--- src/rtl/pllrc_pkg.sv ---
// Shared field positions and types for the PLL setting / soft-reset register.
// Assumes a single 64-bit register; positions fixed by software decode.
package pllrc_pkg;
    localparam int REG_W     = 64;
    localparam int MUL_W     = 5;
    localparam int FLAG_W    = 6;
    localparam int CFG_LO    = 32;                 // lowest bit of the PLL settings
    localparam int CFG_W     = 2 * MUL_W + 2;      // two multipliers, two predivides
    localparam int CFG_HI    = CFG_LO + CFG_W - 1; // 43
    localparam int FLAG_LO   = 26;
    localparam int FLAG_HI   = FLAG_LO + FLAG_W - 1;
    localparam int BLOCK_BIT = 25;
    localparam int CLOCK_BIT = 24;
    localparam int RST_BIT   = 0;

    // Packed in bit order 43..32 so the struct maps straight onto the word.
    typedef struct packed {
        logic [MUL_W-1:0] bus_mult;
        logic             bus_prediv;
        logic [MUL_W-1:0] core_mult;
        logic             core_prediv;
    } pll_cfg_t;

    typedef enum logic [1:0] {
        SEQ_IDLE = 2'd0,
        SEQ_HOLD = 2'd1,
        SEQ_WAIT = 2'd2
    } seq_state_t;
endpackage

--- src/rtl/pllrc_regfile.sv ---
// Register storage: PLL settings, software flags and the reset request bit.
// Only por_n clears or reloads it. Assumes wr_en and rst_done never
// coincide, since the bus port blocks writes while the sequencer is busy.
module pllrc_regfile
    import pllrc_pkg::*;
(
    input  logic                clk,
    input  logic                por_n,
    input  pll_cfg_t            boot_cfg,
    input  logic                wr_en,
    input  logic [REG_W-1:0]    wr_data,
    input  logic                rst_done,
    input  logic                bus_lock,
    input  logic                core_lock,
    output pll_cfg_t            cfg,
    output logic [FLAG_W-1:0]   flags,
    output logic                rst_bit,
    output logic [REG_W-1:0]    image
);
    logic unused_wbits;
    assign unused_wbits = &{1'b0, wr_data[REG_W-1:CFG_HI+1], wr_data[BLOCK_BIT:RST_BIT+1]};

    // Settings and flags: bootstrap load on power-on, otherwise written directly.
    always_ff @(posedge clk) begin
        if (!por_n) begin
            cfg   <= boot_cfg;
            flags <= '0;
        end else if (wr_en) begin
            cfg   <= pll_cfg_t'(wr_data[CFG_HI:CFG_LO]);
            flags <= wr_data[FLAG_HI:FLAG_LO];
        end
    end

    // Reset request bit: set by software, cleared by the sequencer on release.
    always_ff @(posedge clk) begin
        if (!por_n)
            rst_bit <= 1'b0;
        else if (rst_done)
            rst_bit <= 1'b0;
        else if (wr_en)
            rst_bit <= wr_data[RST_BIT];
    end

    // Read image: reserved bits zero, lock bits live.
    always_comb begin
        image                  = '0;
        image[CFG_HI:CFG_LO]   = cfg;
        image[FLAG_HI:FLAG_LO] = flags;
        image[BLOCK_BIT]       = bus_lock;
        image[CLOCK_BIT]       = core_lock;
        image[RST_BIT]         = rst_bit;
    end
endmodule

--- src/rtl/pllrc_rst_seq.sv ---
// Soft-reset sequencer: minimum hold, then wait for both PLL locks or a timeout.
// Assumes HOLD_CYC >= 1 and WAIT_CYC >= 1. Lock inputs are synchronous to clk.
module pllrc_rst_seq
    import pllrc_pkg::*;
#(
    parameter int HOLD_CYC = 16,
    parameter int WAIT_CYC = 1024
) (
    input  logic clk,
    input  logic por_n,
    input  logic trig,
    input  logic bus_lock,
    input  logic core_lock,
    output logic chip_reset_n,
    output logic idle,
    output logic done,
    output logic lock_timeout
);
    localparam int MAX_CYC = (HOLD_CYC > WAIT_CYC) ? HOLD_CYC : WAIT_CYC;
    localparam int CNT_W   = $clog2(MAX_CYC + 1);
    localparam logic [CNT_W-1:0] HOLD_LAST = CNT_W'(HOLD_CYC - 1);
    localparam logic [CNT_W-1:0] WAIT_LAST = CNT_W'(WAIT_CYC - 1);

    seq_state_t       state;
    logic [CNT_W-1:0] cnt;
    logic             locked;
    logic             expire;

    assign locked = bus_lock & core_lock;
    assign expire = (cnt == WAIT_LAST);

    // State, cycle counter and sticky timeout; the lock check has priority over expiry.
    always_ff @(posedge clk) begin
        if (!por_n) begin
            state        <= SEQ_IDLE;
            cnt          <= '0;
            lock_timeout <= 1'b0;
        end else begin
            case (state)
                SEQ_IDLE: begin
                    if (trig) begin
                        state <= SEQ_HOLD;
                        cnt   <= '0;
                    end
                end
                SEQ_HOLD: begin
                    if (cnt == HOLD_LAST) begin
                        state <= SEQ_WAIT;
                        cnt   <= '0;
                    end else begin
                        cnt <= cnt + 1'b1;
                    end
                end
                SEQ_WAIT: begin
                    if (locked) begin
                        state <= SEQ_IDLE;
                    end else if (expire) begin
                        state        <= SEQ_IDLE;
                        lock_timeout <= 1'b1;
                    end else begin
                        cnt <= cnt + 1'b1;
                    end
                end
                default: state <= SEQ_IDLE;
            endcase
        end
    end

    // Output decode.
    always_comb begin
        idle         = (state == SEQ_IDLE);
        chip_reset_n = idle;
        done         = (state == SEQ_WAIT) && (locked || expire);
    end
endmodule

--- src/rtl/pllrc_bus_port.sv ---
// Bus port: accepts requests only while no soft reset runs, issues responses
// one cycle after acceptance and suppresses the ack of a reset-starting write.
module pllrc_bus_port
    import pllrc_pkg::*;
(
    input  logic              clk,
    input  logic              por_n,
    input  logic              req_valid,
    input  logic              req_write,
    input  logic              req_rst,
    input  logic              seq_idle,
    input  logic [REG_W-1:0]  image,
    output logic              req_ready,
    output logic              wr_en,
    output logic              rst_trig,
    output logic              rsp_wr_ack,
    output logic              rsp_rd_valid,
    output logic [REG_W-1:0]  rsp_rdata
);
    logic accept;

    // Handshake decode.
    always_comb begin
        req_ready = seq_idle;
        accept    = req_valid & req_ready;
        wr_en     = accept & req_write;
        rst_trig  = wr_en & req_rst;
    end

    // Response registers.
    always_ff @(posedge clk) begin
        if (!por_n) begin
            rsp_wr_ack   <= 1'b0;
            rsp_rd_valid <= 1'b0;
            rsp_rdata    <= '0;
        end else begin
            rsp_wr_ack   <= wr_en & ~req_rst;
            rsp_rd_valid <= accept & ~req_write;
            if (accept & ~req_write)
                rsp_rdata <= image;
        end
    end
endmodule

--- src/rtl/pll_rst_ctrl_reg.sv ---
// Top: PLL setting register with a self-sequenced chip soft reset.
// por_n is the only reset for the register; chip_reset_n is generated here.
module pll_rst_ctrl_reg
    import pllrc_pkg::*;
#(
    parameter int HOLD_CYC = 16,
    parameter int WAIT_CYC = 1024
) (
    input  logic              clk,
    input  logic              por_n,
    input  logic [MUL_W-1:0]  boot_bus_mult,
    input  logic              boot_bus_prediv,
    input  logic [MUL_W-1:0]  boot_core_mult,
    input  logic              boot_core_prediv,
    input  logic              bus_lock,
    input  logic              core_lock,
    input  logic              req_valid,
    input  logic              req_write,
    input  logic [REG_W-1:0]  req_wdata,
    output logic              req_ready,
    output logic              rsp_wr_ack,
    output logic              rsp_rd_valid,
    output logic [REG_W-1:0]  rsp_rdata,
    output logic [MUL_W-1:0]  bus_mult,
    output logic              bus_prediv,
    output logic [MUL_W-1:0]  core_mult,
    output logic              core_prediv,
    output logic              chip_reset_n,
    output logic              lock_timeout
);
    pll_cfg_t          boot_cfg;
    pll_cfg_t          cfg;
    logic [FLAG_W-1:0] flags;
    logic              rst_bit;
    logic [REG_W-1:0]  image;
    logic              wr_en;
    logic              rst_trig;
    logic              seq_idle;
    logic              seq_done;

    // Bootstrap pins gathered into the settings layout.
    always_comb begin
        boot_cfg.bus_mult    = boot_bus_mult;
        boot_cfg.bus_prediv  = boot_bus_prediv;
        boot_cfg.core_mult   = boot_core_mult;
        boot_cfg.core_prediv = boot_core_prediv;
    end

    pllrc_bus_port i_port (
        .clk          (clk),
        .por_n        (por_n),
        .req_valid    (req_valid),
        .req_write    (req_write),
        .req_rst      (req_wdata[RST_BIT]),
        .seq_idle     (seq_idle),
        .image        (image),
        .req_ready    (req_ready),
        .wr_en        (wr_en),
        .rst_trig     (rst_trig),
        .rsp_wr_ack   (rsp_wr_ack),
        .rsp_rd_valid (rsp_rd_valid),
        .rsp_rdata    (rsp_rdata)
    );

    pllrc_regfile i_regs (
        .clk       (clk),
        .por_n     (por_n),
        .boot_cfg  (boot_cfg),
        .wr_en     (wr_en),
        .wr_data   (req_wdata),
        .rst_done  (seq_done),
        .bus_lock  (bus_lock),
        .core_lock (core_lock),
        .cfg       (cfg),
        .flags     (flags),
        .rst_bit   (rst_bit),
        .image     (image)
    );

    pllrc_rst_seq #(
        .HOLD_CYC (HOLD_CYC),
        .WAIT_CYC (WAIT_CYC)
    ) i_seq (
        .clk          (clk),
        .por_n        (por_n),
        .trig         (rst_trig),
        .bus_lock     (bus_lock),
        .core_lock    (core_lock),
        .chip_reset_n (chip_reset_n),
        .idle         (seq_idle),
        .done         (seq_done),
        .lock_timeout (lock_timeout)
    );

    // Settings drive the PLLs directly.
    always_comb begin
        bus_mult    = cfg.bus_mult;
        bus_prediv  = cfg.bus_prediv;
        core_mult   = cfg.core_mult;
        core_prediv = cfg.core_prediv;
    end
endmodule

--- config.mk ---
export PLATFORM = sky130hd
export DESIGN_NAME = pll_rst_ctrl_reg
export DESIGN_NICKNAME = d
export VERILOG_FILES = /design/src/rtl/pllrc_pkg.sv /design/src/rtl/pllrc_regfile.sv /design/src/rtl/pllrc_rst_seq.sv /design/src/rtl/pllrc_bus_port.sv /design/src/rtl/pll_rst_ctrl_reg.sv
export SDC_FILE = /design/constraint.sdc
export NUM_CORES = 1
export LEC_CHECK = 0
export CAP_MARGIN = 10
export CELL_PAD_IN_SITES_DETAIL_PLACEMENT = 2
export CELL_PAD_IN_SITES_GLOBAL_PLACEMENT = 2
export CORE_MARGIN = 2
export CORE_UTILIZATION = 19
export DETAILED_ROUTE_END_ITERATION = 8
export PLACE_DENSITY_LB_ADDON = 0.15
export SYNTH_ARGS = -nofsm -noshare
export SYNTH_HDL_FRONTEND = slang
export SYNTH_SLANG_ARGS = --single-unit
--- constraint.sdc ---
create_clock -name clk -period 1.75 [get_ports clk]
set_input_delay 0.175 -clock clk [delete_from_list [all_inputs] [get_ports clk]]
set_output_delay 0.175 -clock clk [all_outputs]
set_load 0.02 [all_outputs]
==> results.yml <==
yosys:
  yosys_warnings: 0
  yosys-top-cells-count: "nand2_1 (69), buf_4 (45), dfxtp_1 (44), a21boi_0 (27), nand3_1 (17)"
  synth_area_leader_cell: "dfxtp_1"
  syn_inst: 314
  ys.flop_type: "dfxtp_1"
  syn_area_um2: 2870
  yosys.cell_types.count: 43
  syn_area_per_cell_um2: 9.13
  yosysSeqAreaShare_pct: 43.3
  async_reset_ff_share_pct: 0
  yosysMostFrequentCell: "nand2_1"
  synth-edff-count: 12
  yosysTopAreaCellShare_pct: 30.7
  synth_seq_cells: 56
  yosys-top-cells-area: "dfxtp_1 (31%), edfxtp_1 (13%), buf_4 (12%)"
grt:
  overflow: 0
  grt_pass1_vias: 2628
  grt_max_degree: 34
  track_usage_pct: 10.9
  grt_pass1_wl_um: 13900
  antenna_found_initial: 0
cts:
  numCtsBuffers: 5
  path_clk_slew_ns: 0.08
  clockRootBuffer: "clkbuf_16"
  cts.sinks: 56
  h-tree-depth: 2
  clk_path_buf_depth: 2
  cts_tree: "built"
  worstSkewPairLatency_ns: 0.30
  post_cts_buffers: 0
finish:
  diodes: 0
  fin_util_pct: 28.0
  drive_above_1_share_pct: 19.5
  area_delta_synth_final_pct: 42.9
  nets: 503
  final_cells: 600
setup_path:
  path_max_fanout: 4
  crit_buf_inv: 2
  crit_cells: 7
  slowest_stage: "a221o_1"
  worst-endpoint-arrival_ns: 1.91
  cpMostUsedCell: "buf_4"
  path_cells: "buf_4 > ha_1 > a221o_1 > a31oi_4 > buf_4 > a2bb2oi_1 > o21ai_0"
  path_class: "flip-flop to flip-flop"
  cp_top_family: "compound AO/OA/AOI/OAI gates"
  max_stage_delay_ns: 0.34
  cp.required_ns: 1.93
  cp-end-kind: "flip-flop"
  start_kind: "flip-flop"
  reg2regPathDepth: 7
floorplan:
  dieHeight_um: 127
  core_area_um2: 14600
  dieArea_um2: 16100
  ios: 163
  initial_core_util_pct: 19.6
  rows: 44
  die_x_um: 127
min_path:
  hold_class: "input port to flip-flop"
  min_path_cells: 2
placement:
  place_congestion: 0.695
  dpl.cell_count: 592
  io_buffer_count: 74
  hpwl_um: 6540
flow_run:
  cap_violations: 0
run_status:
  status: "completed"
routing:
  drt_drc_violations_left: 0
  vias: 2452
  drt_iter0_drc: 99
  drt-pass1-iter-count: 4
  via_per_inst: 4.09
  routedWlPerCell_um: 14.6
  wirelength_um: 8790
  ant_nets: 0
power_and_ir_drop:
  power_density_nw_per_um2: 968
  peakVddDrop_v: 0.000389
  total_power_uw: 3970
  power_leakage_uw: 0.00154
sta:
  skew_ns: 0.00648
  slew_viol_final: 0
  fmax_mhz: 579
  hold_viol_final: 0
  post-route-min-period_ns: 1.73
  setup_viol: 0
  fin_crit_sh_pct: 98.6
  rsz0062_at_grt: "true"
where the power goes:
part	internal, uW	switching, uW
sequential	1440	55.5
clock	539	525
combinational	644	761
total	2620	1340
worst paths after layout:
kind | from | end | slack (ns)
max | i_seq.state[0]$_SDFFE_PN0P_ | i_seq.cnt[5]$_SDFFE_PN0P_ | 0.02
min | por_n | i_port.rsp_rdata[34]$_SDFFE_PN0P_ | 0.22
max reg2reg | i_seq.state[0]$_SDFFE_PN0P_ | i_seq.cnt[5]$_SDFFE_PN0P_ | 0.02
min reg2reg | i_port.rsp_rdata[43]$_SDFFE_PN0P_ | i_port.rsp_rdata[43]$_SDFFE_PN0P_ | 0.46
cells by family after synthesis:
family / Yosys count / synth area share (%)
and+or+nand+nor: 124 / 20.7
other: 1 / 0.131
DFF: 56 / 43.3
AOI/OAI and AO/OA: 53 / 14.5
muxes: 12 / 4.71
adders and majority gates: 6 / 2.62
buffers and inverters: 62 / 14.0
stage by stage:
stage | area (um2) | setup TNS [ns] | worst slack, ns | hold WS [ns]
2_1_floorplan | 3030 | 0 | 0.00852 | 0.251
3_3_place_gp | 3920 | -1.81 | -0.204 | 0.451
3_5_place_dp | 3920 | -2.08 | -0.247 | 0.458
4_1_cts | 4080 | 0 | 0.00975 | 0.203
5_1_grt | 4100 | -0.378 | -0.0822 | 0.216
6_report | 4100 | 0 | 0.0242 | 0.215
layout by cell type, fill, tap and decap left out, types with 2 or more instances in the layout:
cell and count:
clkdlybuf4s50_1 71, nand2_1 69, conb_1 43, dfxtp_1 39, buf_4 32, a21boi_0 27
nand3_1 16, mux2_2 12, edfxtp_1 12, nand4_1 6, o21ai_1 5, nor2_1 5
clkbuf_16 5, dfxtp_2 5, inv_1 4, o21ai_0 4, o211ai_1 4, and3_1 3
nand3b_1 3, ha_2 3, ha_1 3, buf_12 3, nor2_2 2, and2_1 2
nor2b_1 2, a31oi_1 2, a2bb2oi_1 2, or3b_2 2, nor3b_1 2, dlygate4sd2_1 2
layout make-up:
cell class                 instances  area [um2]
fill                            1673       10500
clock buffer                       5         125
tap                              184         230
clock inverter                     3        22.5
timing repair buffer             110        1040
sequential                        56        1250
inverter                           4        15.0
multi-input combinational        238        1410
what timing repair did:
action,CTS,global route
hold buffers,0,0
setup endpoints to repair,9,34
resized for setup,6,12
pin swaps,2,3
state kept, by name, indices dropped and copies added, names as in the netlist:
register             cells
i_port.rsp_rd_valid      1
i_seq.state              2
i_port.rsp_rdata        21
i_regs.cfg              12
i_seq.lock_timeout       1
i_seq.cnt               11
i_regs.rst_bit           1
i_regs.flags             6
i_port.rsp_wr_ack        1
per-layer routing:
| layer | track usage [%] | wire (um) |
|---|---|---|
| met2 | 19.2 | 4420 |
| met4 | 3.10 | 57 |
| met5 | 0 | 0 |
| met3 | 2.49 | 394 |
| met1 | 13.4 | 3920 |
Note: power is estimated with default switching activity, not from simulation.
